<file path="config.mk">
export PLATFORM = sky130hd
export DESIGN_NAME = ata_cfg_window
export DESIGN_NICKNAME = d
export VERILOG_FILES = /design/src/rtl/ata_cfg_pkg.sv /design/src/rtl/ata_unlock_seq.sv /design/src/rtl/ata_timing_bank.sv /design/src/rtl/ata_cfg_window.sv
export SDC_FILE = /design/constraint.sdc
export NUM_CORES = 1
export LEC_CHECK = 0
export ABC_AREA = 1
export BUFFER_PORTS_ARGS = -buffer_cell sky130_fd_sc_hd__buf_2
export CORE_ASPECT_RATIO = 1.1
export CORE_MARGIN = 8
export CORE_UTILIZATION = 48
export DETAILED_ROUTE_END_ITERATION = 10
export GPL_TIMING_DRIVEN = 0
export HOLD_SLACK_MARGIN = 0.15
export PLACE_DENSITY = 0.77
export SYNTH_ARGS = -nofsm -noshare
export SYNTH_HDL_FRONTEND = slang
export SYNTH_HIERARCHICAL = 1
export SYNTH_SLANG_ARGS = --single-unit
</file>
<file path="constraint.sdc">
create_clock -name clk -period 2.12 [get_ports clk]
set_input_delay 0.212 -clock clk [delete_from_list [all_inputs] [get_ports clk]]
set_output_delay 0.212 -clock clk [all_outputs]
set_load 0.05 [all_outputs]
</file>
<file path="src/rtl/ata_cfg_pkg.sv">
package ata_cfg_pkg;

    localparam int OFF_W = 3;
    localparam int KEY_W = 8;

    localparam logic [OFF_W-1:0] OFF_RDTIM = 3'd0;
    localparam logic [OFF_W-1:0] OFF_WRTIM = 3'd1;
    localparam logic [OFF_W-1:0] OFF_PROBE = 3'd1;
    localparam logic [OFF_W-1:0] OFF_KEY   = 3'd2;
    localparam logic [OFF_W-1:0] OFF_CTRL  = 3'd3;
    localparam logic [OFF_W-1:0] OFF_STRAP = 3'd5;
    localparam logic [OFF_W-1:0] OFF_MISC  = 3'd6;

    localparam logic [KEY_W-1:0] KEY_OPEN   = 8'h03;
    localparam logic [KEY_W-1:0] KEY_CLOSE  = 8'h83;
    localparam logic [KEY_W-1:0] KEY_COMMIT = 8'h85;

    typedef enum logic [1:0] {
        SEQ_IDLE = 2'd0,
        SEQ_ONE  = 2'd1,
        SEQ_TWO  = 2'd2
    } seq_e;

    typedef struct packed {
        logic             valid;
        logic             write;
        logic             word;
        logic [OFF_W-1:0] addr;
        logic [KEY_W-1:0] lo;
    } acc_t;

    function automatic logic is_probe(acc_t a);
        return a.valid && !a.write && a.word && (a.addr == OFF_PROBE);
    endfunction

    function automatic logic is_open_key(acc_t a);
        return a.valid && a.write && !a.word && (a.addr == OFF_KEY) && (a.lo == KEY_OPEN);
    endfunction

    function automatic logic is_close_key(acc_t a);
        return a.valid && a.write && (a.addr == OFF_KEY) && (a.lo == KEY_CLOSE);
    endfunction

    function automatic logic is_commit(acc_t a);
        return a.valid && a.write && (a.addr == OFF_CTRL) && (a.lo == KEY_COMMIT);
    endfunction

endpackage

</file>
<file path="src/rtl/ata_unlock_seq.sv">
module ata_unlock_seq
    import ata_cfg_pkg::*;
(
    input  logic clk,
    input  logic rst,
    input  acc_t acc,
    output logic win_open,
    output seq_e seq_st
);

    always_ff @(posedge clk) begin
        if (rst) begin
            win_open <= 1'b0;
            seq_st   <= SEQ_IDLE;
        end else if (acc.valid) begin
            if (!win_open) begin
                unique case (seq_st)
                    SEQ_IDLE: seq_st <= is_probe(acc) ? SEQ_ONE : SEQ_IDLE;
                    SEQ_ONE:  seq_st <= is_probe(acc) ? SEQ_TWO : SEQ_IDLE;
                    SEQ_TWO: begin
                        if (is_probe(acc)) begin
                            seq_st <= SEQ_TWO;
                        end else begin
                            seq_st <= SEQ_IDLE;
                            if (is_open_key(acc)) win_open <= 1'b1;
                        end
                    end
                    default: seq_st <= SEQ_IDLE;
                endcase
            end else begin
                seq_st <= SEQ_IDLE;
                if (is_close_key(acc)) win_open <= 1'b0;
            end
        end
    end

endmodule

</file>
<file path="src/rtl/ata_timing_bank.sv">
module ata_timing_bank #(
    parameter int NDEV    = 2,
    parameter int TIM_W   = 8,
    parameter logic [TIM_W-1:0] DEF_TIM = '1,
    localparam int SEL_W  = (NDEV > 1) ? $clog2(NDEV) : 1
) (
    input  logic                  clk,
    input  logic                  rst,
    input  logic                  rd_we,
    input  logic                  wr_we,
    input  logic [SEL_W-1:0]      sel,
    input  logic [TIM_W-1:0]      wdata,
    input  logic                  commit,
    output logic [TIM_W-1:0]      stg_rd,
    output logic [TIM_W-1:0]      stg_wr,
    output logic [NDEV*TIM_W-1:0] cm_rd,
    output logic [NDEV*TIM_W-1:0] cm_wr
);

    logic [TIM_W-1:0] rd_q [NDEV];
    logic [TIM_W-1:0] wr_q [NDEV];

    for (genvar d = 0; d < NDEV; d++) begin : g_dev
        localparam logic [SEL_W-1:0] ME = SEL_W'(d);

        always_ff @(posedge clk) begin
            if (rst) begin
                rd_q[d] <= DEF_TIM;
                wr_q[d] <= DEF_TIM;
            end else begin
                if (rd_we && sel == ME) rd_q[d] <= wdata;
                if (wr_we && sel == ME) wr_q[d] <= wdata;
            end
        end

        always_ff @(posedge clk) begin
            if (rst) begin
                cm_rd[d*TIM_W +: TIM_W] <= DEF_TIM;
                cm_wr[d*TIM_W +: TIM_W] <= DEF_TIM;
            end else if (commit) begin
                cm_rd[d*TIM_W +: TIM_W] <= rd_q[d];
                cm_wr[d*TIM_W +: TIM_W] <= wr_q[d];
            end
        end
    end

    always_comb begin
        stg_rd = '0;
        stg_wr = '0;
        for (int d = 0; d < NDEV; d++) begin
            if (sel == SEL_W'(d)) begin
                stg_rd = rd_q[d];
                stg_wr = wr_q[d];
            end
        end
    end

endmodule

</file>
<file path="src/rtl/ata_cfg_window.sv">
module ata_cfg_window #(
    parameter int DATA_W  = 16,
    parameter int NDEV    = 2,
    parameter int REG_W   = 8,
    parameter logic [REG_W-1:0] DEF_TIM = 8'hFF,
    localparam int SEL_W   = (NDEV > 1) ? $clog2(NDEV) : 1,
    localparam int SETUP_W = REG_W - SEL_W
) (
    input  logic                  clk,
    input  logic                  rst,
    input  logic                  bus_valid,
    input  logic                  bus_write,
    input  logic                  bus_word,
    input  logic [2:0]            bus_addr,
    input  logic [DATA_W-1:0]     bus_wdata,
    output logic [DATA_W-1:0]     bus_rdata,
    input  logic [REG_W-1:0]      strap_in,
    output logic                  tf_valid,
    output logic                  tf_write,
    output logic                  tf_word,
    output logic [2:0]            tf_addr,
    output logic [DATA_W-1:0]     tf_wdata,
    input  logic [DATA_W-1:0]     tf_rdata,
    output logic [NDEV*REG_W-1:0] tim_rd_o,
    output logic [NDEV*REG_W-1:0] tim_wr_o,
    output logic [SETUP_W-1:0]    setup_o
);
    import ata_cfg_pkg::*;

    acc_t acc;
    logic win_open;
    seq_e seq_st;

    assign acc.valid = bus_valid;
    assign acc.write = bus_write;
    assign acc.word  = bus_word;
    assign acc.addr  = bus_addr;
    assign acc.lo    = bus_wdata[KEY_W-1:0];

    ata_unlock_seq u_seq (
        .clk      (clk),
        .rst      (rst),
        .acc      (acc),
        .win_open (win_open),
        .seq_st   (seq_st)
    );

    // Window-side decode: only live while the window is open
    logic win_wr;
    logic commit;
    assign win_wr = win_open && bus_valid && bus_write;
    assign commit = win_open && is_commit(acc);

    logic [REG_W-1:0] misc_q;
    logic [REG_W-1:0] ctrl_q;

    always_ff @(posedge clk) begin
        if (rst) begin
            misc_q  <= '0;
            ctrl_q  <= '0;
            setup_o <= '0;
        end else begin
            if (win_wr && bus_addr == OFF_MISC) misc_q <= bus_wdata[REG_W-1:0];
            if (win_wr && bus_addr == OFF_CTRL) ctrl_q <= bus_wdata[REG_W-1:0];
            if (commit) setup_o <= misc_q[REG_W-1:SEL_W];
        end
    end

    logic [REG_W-1:0] stg_rd;
    logic [REG_W-1:0] stg_wr;

    ata_timing_bank #(
        .NDEV    (NDEV),
        .TIM_W   (REG_W),
        .DEF_TIM (DEF_TIM)
    ) u_bank (
        .clk    (clk),
        .rst    (rst),
        .rd_we  (win_wr && bus_addr == OFF_RDTIM),
        .wr_we  (win_wr && bus_addr == OFF_WRTIM),
        .sel    (misc_q[SEL_W-1:0]),
        .wdata  (bus_wdata[REG_W-1:0]),
        .commit (commit),
        .stg_rd (stg_rd),
        .stg_wr (stg_wr),
        .cm_rd  (tim_rd_o),
        .cm_wr  (tim_wr_o)
    );

    logic [REG_W-1:0] win_byte;

    always_comb begin
        unique case (bus_addr)
            OFF_RDTIM: win_byte = stg_rd;
            OFF_WRTIM: win_byte = stg_wr;
            OFF_CTRL:  win_byte = ctrl_q;
            OFF_STRAP: win_byte = strap_in;
            OFF_MISC:  win_byte = misc_q;
            default:   win_byte = '0;
        endcase
    end

    assign bus_rdata = win_open ? DATA_W'(win_byte) : tf_rdata;

    assign tf_valid = bus_valid && !win_open;
    assign tf_write = bus_write;
    assign tf_word  = bus_word;
    assign tf_addr  = bus_addr;
    assign tf_wdata = bus_wdata;

endmodule

</file>
* Yosys cells after proc, flatten, opt, wreduce, memory -nomap -nowiden *
Memories as Yosys holds them, arrays and structs flattened.
Index checks and enable logic that the tools add are counted.

storage, ports and cells
  memories = 2
  register bits = 58
  output and inout port bits = 77
  bits in writable memories = 32

memories
  memory       depth  width  rd ports  clocked after memory_dff  wr ports  line                   text
  u_bank.rd_q  2      8      2         0                         2         ata_timing_bank.sv:20  logic [TIM_W-1:0] rd_q [NDEV];
  u_bank.wr_q  2      8      2         0                         2         ata_timing_bank.sv:21  logic [TIM_W-1:0] wr_q [NDEV];

cells by class
  bitwise operators = 5
  eq/ne operators = 10
  reductions and logical operators = 29
  mux-type cells = 31

operators with widths
  cell                                                  count
  2-to-1 mux 8 bit                                      6
  one-hot mux 8 bit (5 select lines)                    1
  logical AND 1 bit                                     23
  2-to-1 mux 1 bit                                      20
  equality test 8 bit (second input constant)           2
  2-to-1 mux 16 bit                                     1
  equality test 8 x 2 -> 1 bit (second input constant)  1
  equality test 3 x 2 -> 1 bit (second input constant)  2
  equality test 3 bit (second input constant)           2
  2-to-1 mux 2 bit                                      2
  OR 1 bit                                              4
  one-hot mux 2 bit (2 select lines)                    1
  equality test 3 x 1 -> 1 bit (second input constant)  1
  zero test 1 bit                                       3
  zero test 3 bit                                       1
  equality test 2 x 1 -> 1 bit (second input constant)  1
  equality test 2 bit (second input constant)           1
  zero test 2 bit                                       1
  OR reduction 2 bit                                    1
  inverter 1 bit                                        1

* Depth between registers and ports, before layout *
  depth after elaboration = 8
  depth in mapped cells = 10

* Hierarchy *
The synthesis kept the hierarchy.

by module, submodules not included
  module           seq. area each (sq um)  cells an instance  times used  area an instance (sq um)
  ata_timing_bank  1,601.5                 278                1           2,618.8
  ata_cfg_window   460.4                   276                1           1,823.0
  ata_unlock_seq   60.1                    46                 1           310.3

* Least setup slack after synthesis *
OpenSTA, ideal clock, no wires.

  path type = input port to flip-flop
  start point = input bus_addr[2]
  end point = memory u_bank.rd_q[0][0], enable pin
  arrival time = 1.643 ns
  stages on the path = 5
  path buffers = 2
  path slack = 0.093 ns
  path through = buf_4 buf_2 nor4_1 inv_1 o21ai_0

RTL lines
  item             line                   text
  start, declared  ata_cfg_window.sv:14   input logic [2:0] bus_addr,
  end, declared    ata_timing_bank.sv:20

* Worst setup path after layout *
  start point = register misc_q[0]
  end point = output bus_rdata[0]

between the ends
  longest elaborated chain between the ends = 3

ends and longest elaborated chain
  item                                line                   text
  start, declared                     ata_cfg_window.sv:54   logic [REG_W-1:0] misc_q;
  start signal, assigned              ata_cfg_window.sv:63   if (win_wr && bus_addr == OFF_MISC) misc_q <= bus_wdata[REG_W-1:0];
  2-to-1 mux 8 bit                    ata_timing_bank.sv:51  if (sel == SEL_W'(d)) begin
  via stg_rd[0]                       ata_cfg_window.sv:69   logic [REG_W-1:0] stg_rd;
  one-hot mux 8 bit (5 select lines)  ata_cfg_window.sv:93   unique case (bus_addr)
  2-to-1 mux 16 bit                   ata_cfg_window.sv:103  assign bus_rdata = win_open ? DATA_W'(win_byte) : tf_rdata;
  end, declared                       ata_cfg_window.sv:16   output logic [DATA_W-1:0] bus_rdata,

The timed path passes the listed nets, and every way through them passes these cells.

==> flow_summary.toml <==
[status]
outcome = "completed"

[logic_synthesis]
postSynthCellCount = 600
syn_nets = 651
synth_warnings = 6
ys_types = 30
synth-seq-area-share_pct = 44.7
synth_area_um2 = 4750
synth-seq-cells = 90
avgSynthCellArea_um2 = 7.92

[routing]
wl_per_cell_um = 15.8
drc = 0
drt-vias-per-instance = 5.15
first_iter_violations = 271
drt_pass1_iterations = 5
vias = 4407
drt-total-wl_um = 13500
ant_nets = 0

[finish]
final_cell_mix = "nand2_1, buf_2, nand3_1, dfxtp_1, inv_1"
fin_cells = 855
layout.nets = 781
diodes = 0
syn_to_final_growth_pct = 20.9
layout_commonest_cell = "nand2_1"
drive_gt1_share_pct = 33.1

[grt]
grt_max_degree = 16
antenna_found_initial = 0
grt_pass1_vias = 4609
grt_pass1_wl_um = 21900
gr-usage-met1_pct = 22.6
globalRouteOverflowTotal = 0
grt_busiest_layer = "met2"
grt_use_met2_pct = 33.4
met3_usage_pct = 5.55
track_usage_pct = 20.2

[timing]
slew-limit-headroom_pct = 49.3
grt_setup_unrepaired = "yes"
drv_slew = 0
finalSetupTns_ns = 0
whs_ns = 0.175
finalWorstSetupSlack_ns = 0.0150
max_freq_mhz = 475
fin_crit_sh_pct = 99.3
tightest_slew_ns = 0.756
setup_viol = 0
period_minus_slack_ns = 2.10
fin_skew_ns = 0.00797
final_hold_viol_count = 0

[worst_setup_path]
r2r_cells = 5
slowest_stage = "dfxtp_4"
r2r_setup_slack_ns = 0.02
cp_max_fo = 10
crit_arrival_ns = 1.89
required_ns = 1.91
crit_type = "flop to output pin"
cp-end-kind = "output pin"
timing.critical_path.cells = "buf_8 -> buf_8 -> nand2_1 -> nand2_1 -> nand3_1 -> nand3_1 -> o21ai_0 -> nand2_1 -> clkbuf_4"
start_kind = "flop"
slowest_delay_ns = 0.39
r2r-start = "u_seq/win_open$_SDFFE_PP0P_"
crit_top_cell = "nand2_1"
reg2reg_to = "u_bank/rd_q[0][1]$_SDFFCE_PN1P_"
crit_start = "misc_q[0]$_SDFFE_PP0P_"
crit_end = "bus_rdata[0]"

[clock_tree]
clkSinkCount = 90
htreeDepth = 3
root_buffer = "clkbuf_8"
cts_buffers = 9
cts.path.max_buffers = 2
ctsHoldBuffers = 0
clk_pin_slew_ns = 0.09
clkLatencyLatePin_ns = 0.36
cts_tree = "built"

[die]
io_pins = 125
core_um2 = 9750
rows = 38
start_util_pct = 48.8
die_w_um = 111
die_y_um = 120
dieArea_um2 = 13300

[power_and_ir_drop]
total_power_w = 0.00342
ir_drop_mv = 0.287
p_leak_nw = 2.63
p_per_area_nw_per_um2 = 596

[place]
hpwl_um = 10600
globalplace.congestion = 0.943
dp_cells = 836
port_buffers = 116
place_ws_ns = -0.558

[flow_run]
drv_cap = 0

[hold_path]
hold_path.class = "input port to flop"
-- routing by layer --
metal | wire [um] | up-vias
li1 | - | 2191
met1 | 5300 | 1963
met2 | 6430 | 214
met3 | 1180 | 39
met4 | 571 | 0
met5 | 0 | -
-- cell usage after synthesis, drive strengths merged --
cell	instances	share of area [%]
edfxtp	32	20
nor4	1	0.13
nand4	29	3.8
buf	50	8.3
nand3b	1	0.42
or2	1	0.13
o21ai	26	3.1
nor3	2	0.42
ha	3	0.79
nand3	77	10
clkbuf	2	0.16
nand2	187	15
inv	56	4.5
dfxtp	58	24
nor2	59	6.5
clkinv	1	0.11
a21oi	15	2.0
-- worst min path at each step --
stage                                 start                      endpoint  slack [ns]  cells past startpoint
2_1_floorplan                           rst   u_seq/win_open$_SDFFE_PP0P_        0.27                      1
3_5_place_dp   u_bank/cm_rd[2]$_SDFFE_PP1P_  u_bank/cm_rd[2]$_SDFFE_PP1P_        0.44                      2
4_1_cts                                 rst   u_seq/win_open$_SDFFE_PP0P_        0.16                      2
3_3_place_gp   u_bank/cm_rd[3]$_SDFFE_PP1P_  u_bank/cm_rd[3]$_SDFFE_PP1P_        0.44                      2
6_report                                rst   u_seq/win_open$_SDFFE_PP0P_        0.17                      2
5_1_grt                                 rst   u_seq/win_open$_SDFFE_PP0P_        0.17                      2
-- stage by stage --
step | area, um2 | utilization (%)
floorplan | 4750 | -
global placement | 5480 | 56.3
detailed placement | 5480 | 56.3
CTS | 5710 | 58.5
global route | 5740 | 58.9
finish | 5740 | 58.9
-- registers in the layout, indices dropped and copies added (netlist names) --
register and flops:
u_seq/seq_st 2, u_bank/wr_q 16, u_bank/cm_rd 16, u_bank/cm_wr 16, u_seq/win_open 1, setup_o 7
u_bank/rd_q 16, ctrl_q 8, misc_q 8
-- repair_timing --
action	in CTS	in global routing
buffers inserted	2	1
endpoints found under the setup margin	23	15
resized for setup	8	12
-- power breakdown --
group          switching (W)  internal, W  leakage, nW  total (W)
logic               0.000333     0.000135         1.79   0.000468
registers         0.00000981      0.00180        0.739    0.00181
clock network       0.000604     0.000545        0.104    0.00115
total               0.000947      0.00248         2.63    0.00342
-- cell families (layout without fill, tap and decap cells) --
| group | count (synthesis) | count (layout) | synth area share [%] |
|---|---|---|---|
| adders and majority gates | 3 | 3 | 0.790 |
| AOI/OAI and AO/OA | 41 | 41 | 5.03 |
| buffers and inverters | 109 | 244 | 13.1 |
| DFF | 90 | 90 | 44.7 |
| and+or+nand+nor | 357 | 357 | 36.5 |
-- area by class of cell --
class	instances	area, um2
inverters	57	224
clock buffers	9	124
well taps	120	150
clock inverters	7	67.6
multi-input cells	401	2020
flip-flops and latches	90	2130
repair buffers	119	623
plain buffers	52	408
fillers	906	4000
-- critical path: cells and delay by family, from the launching register on --
family                 cells  cell delay, ns
buffers and inverters      3            0.50
and+or+nand+nor            5            0.41
DFF                        1            0.39
AOI/OAI and AO/OA          1            0.22
(Power assumes the default switching activity.)
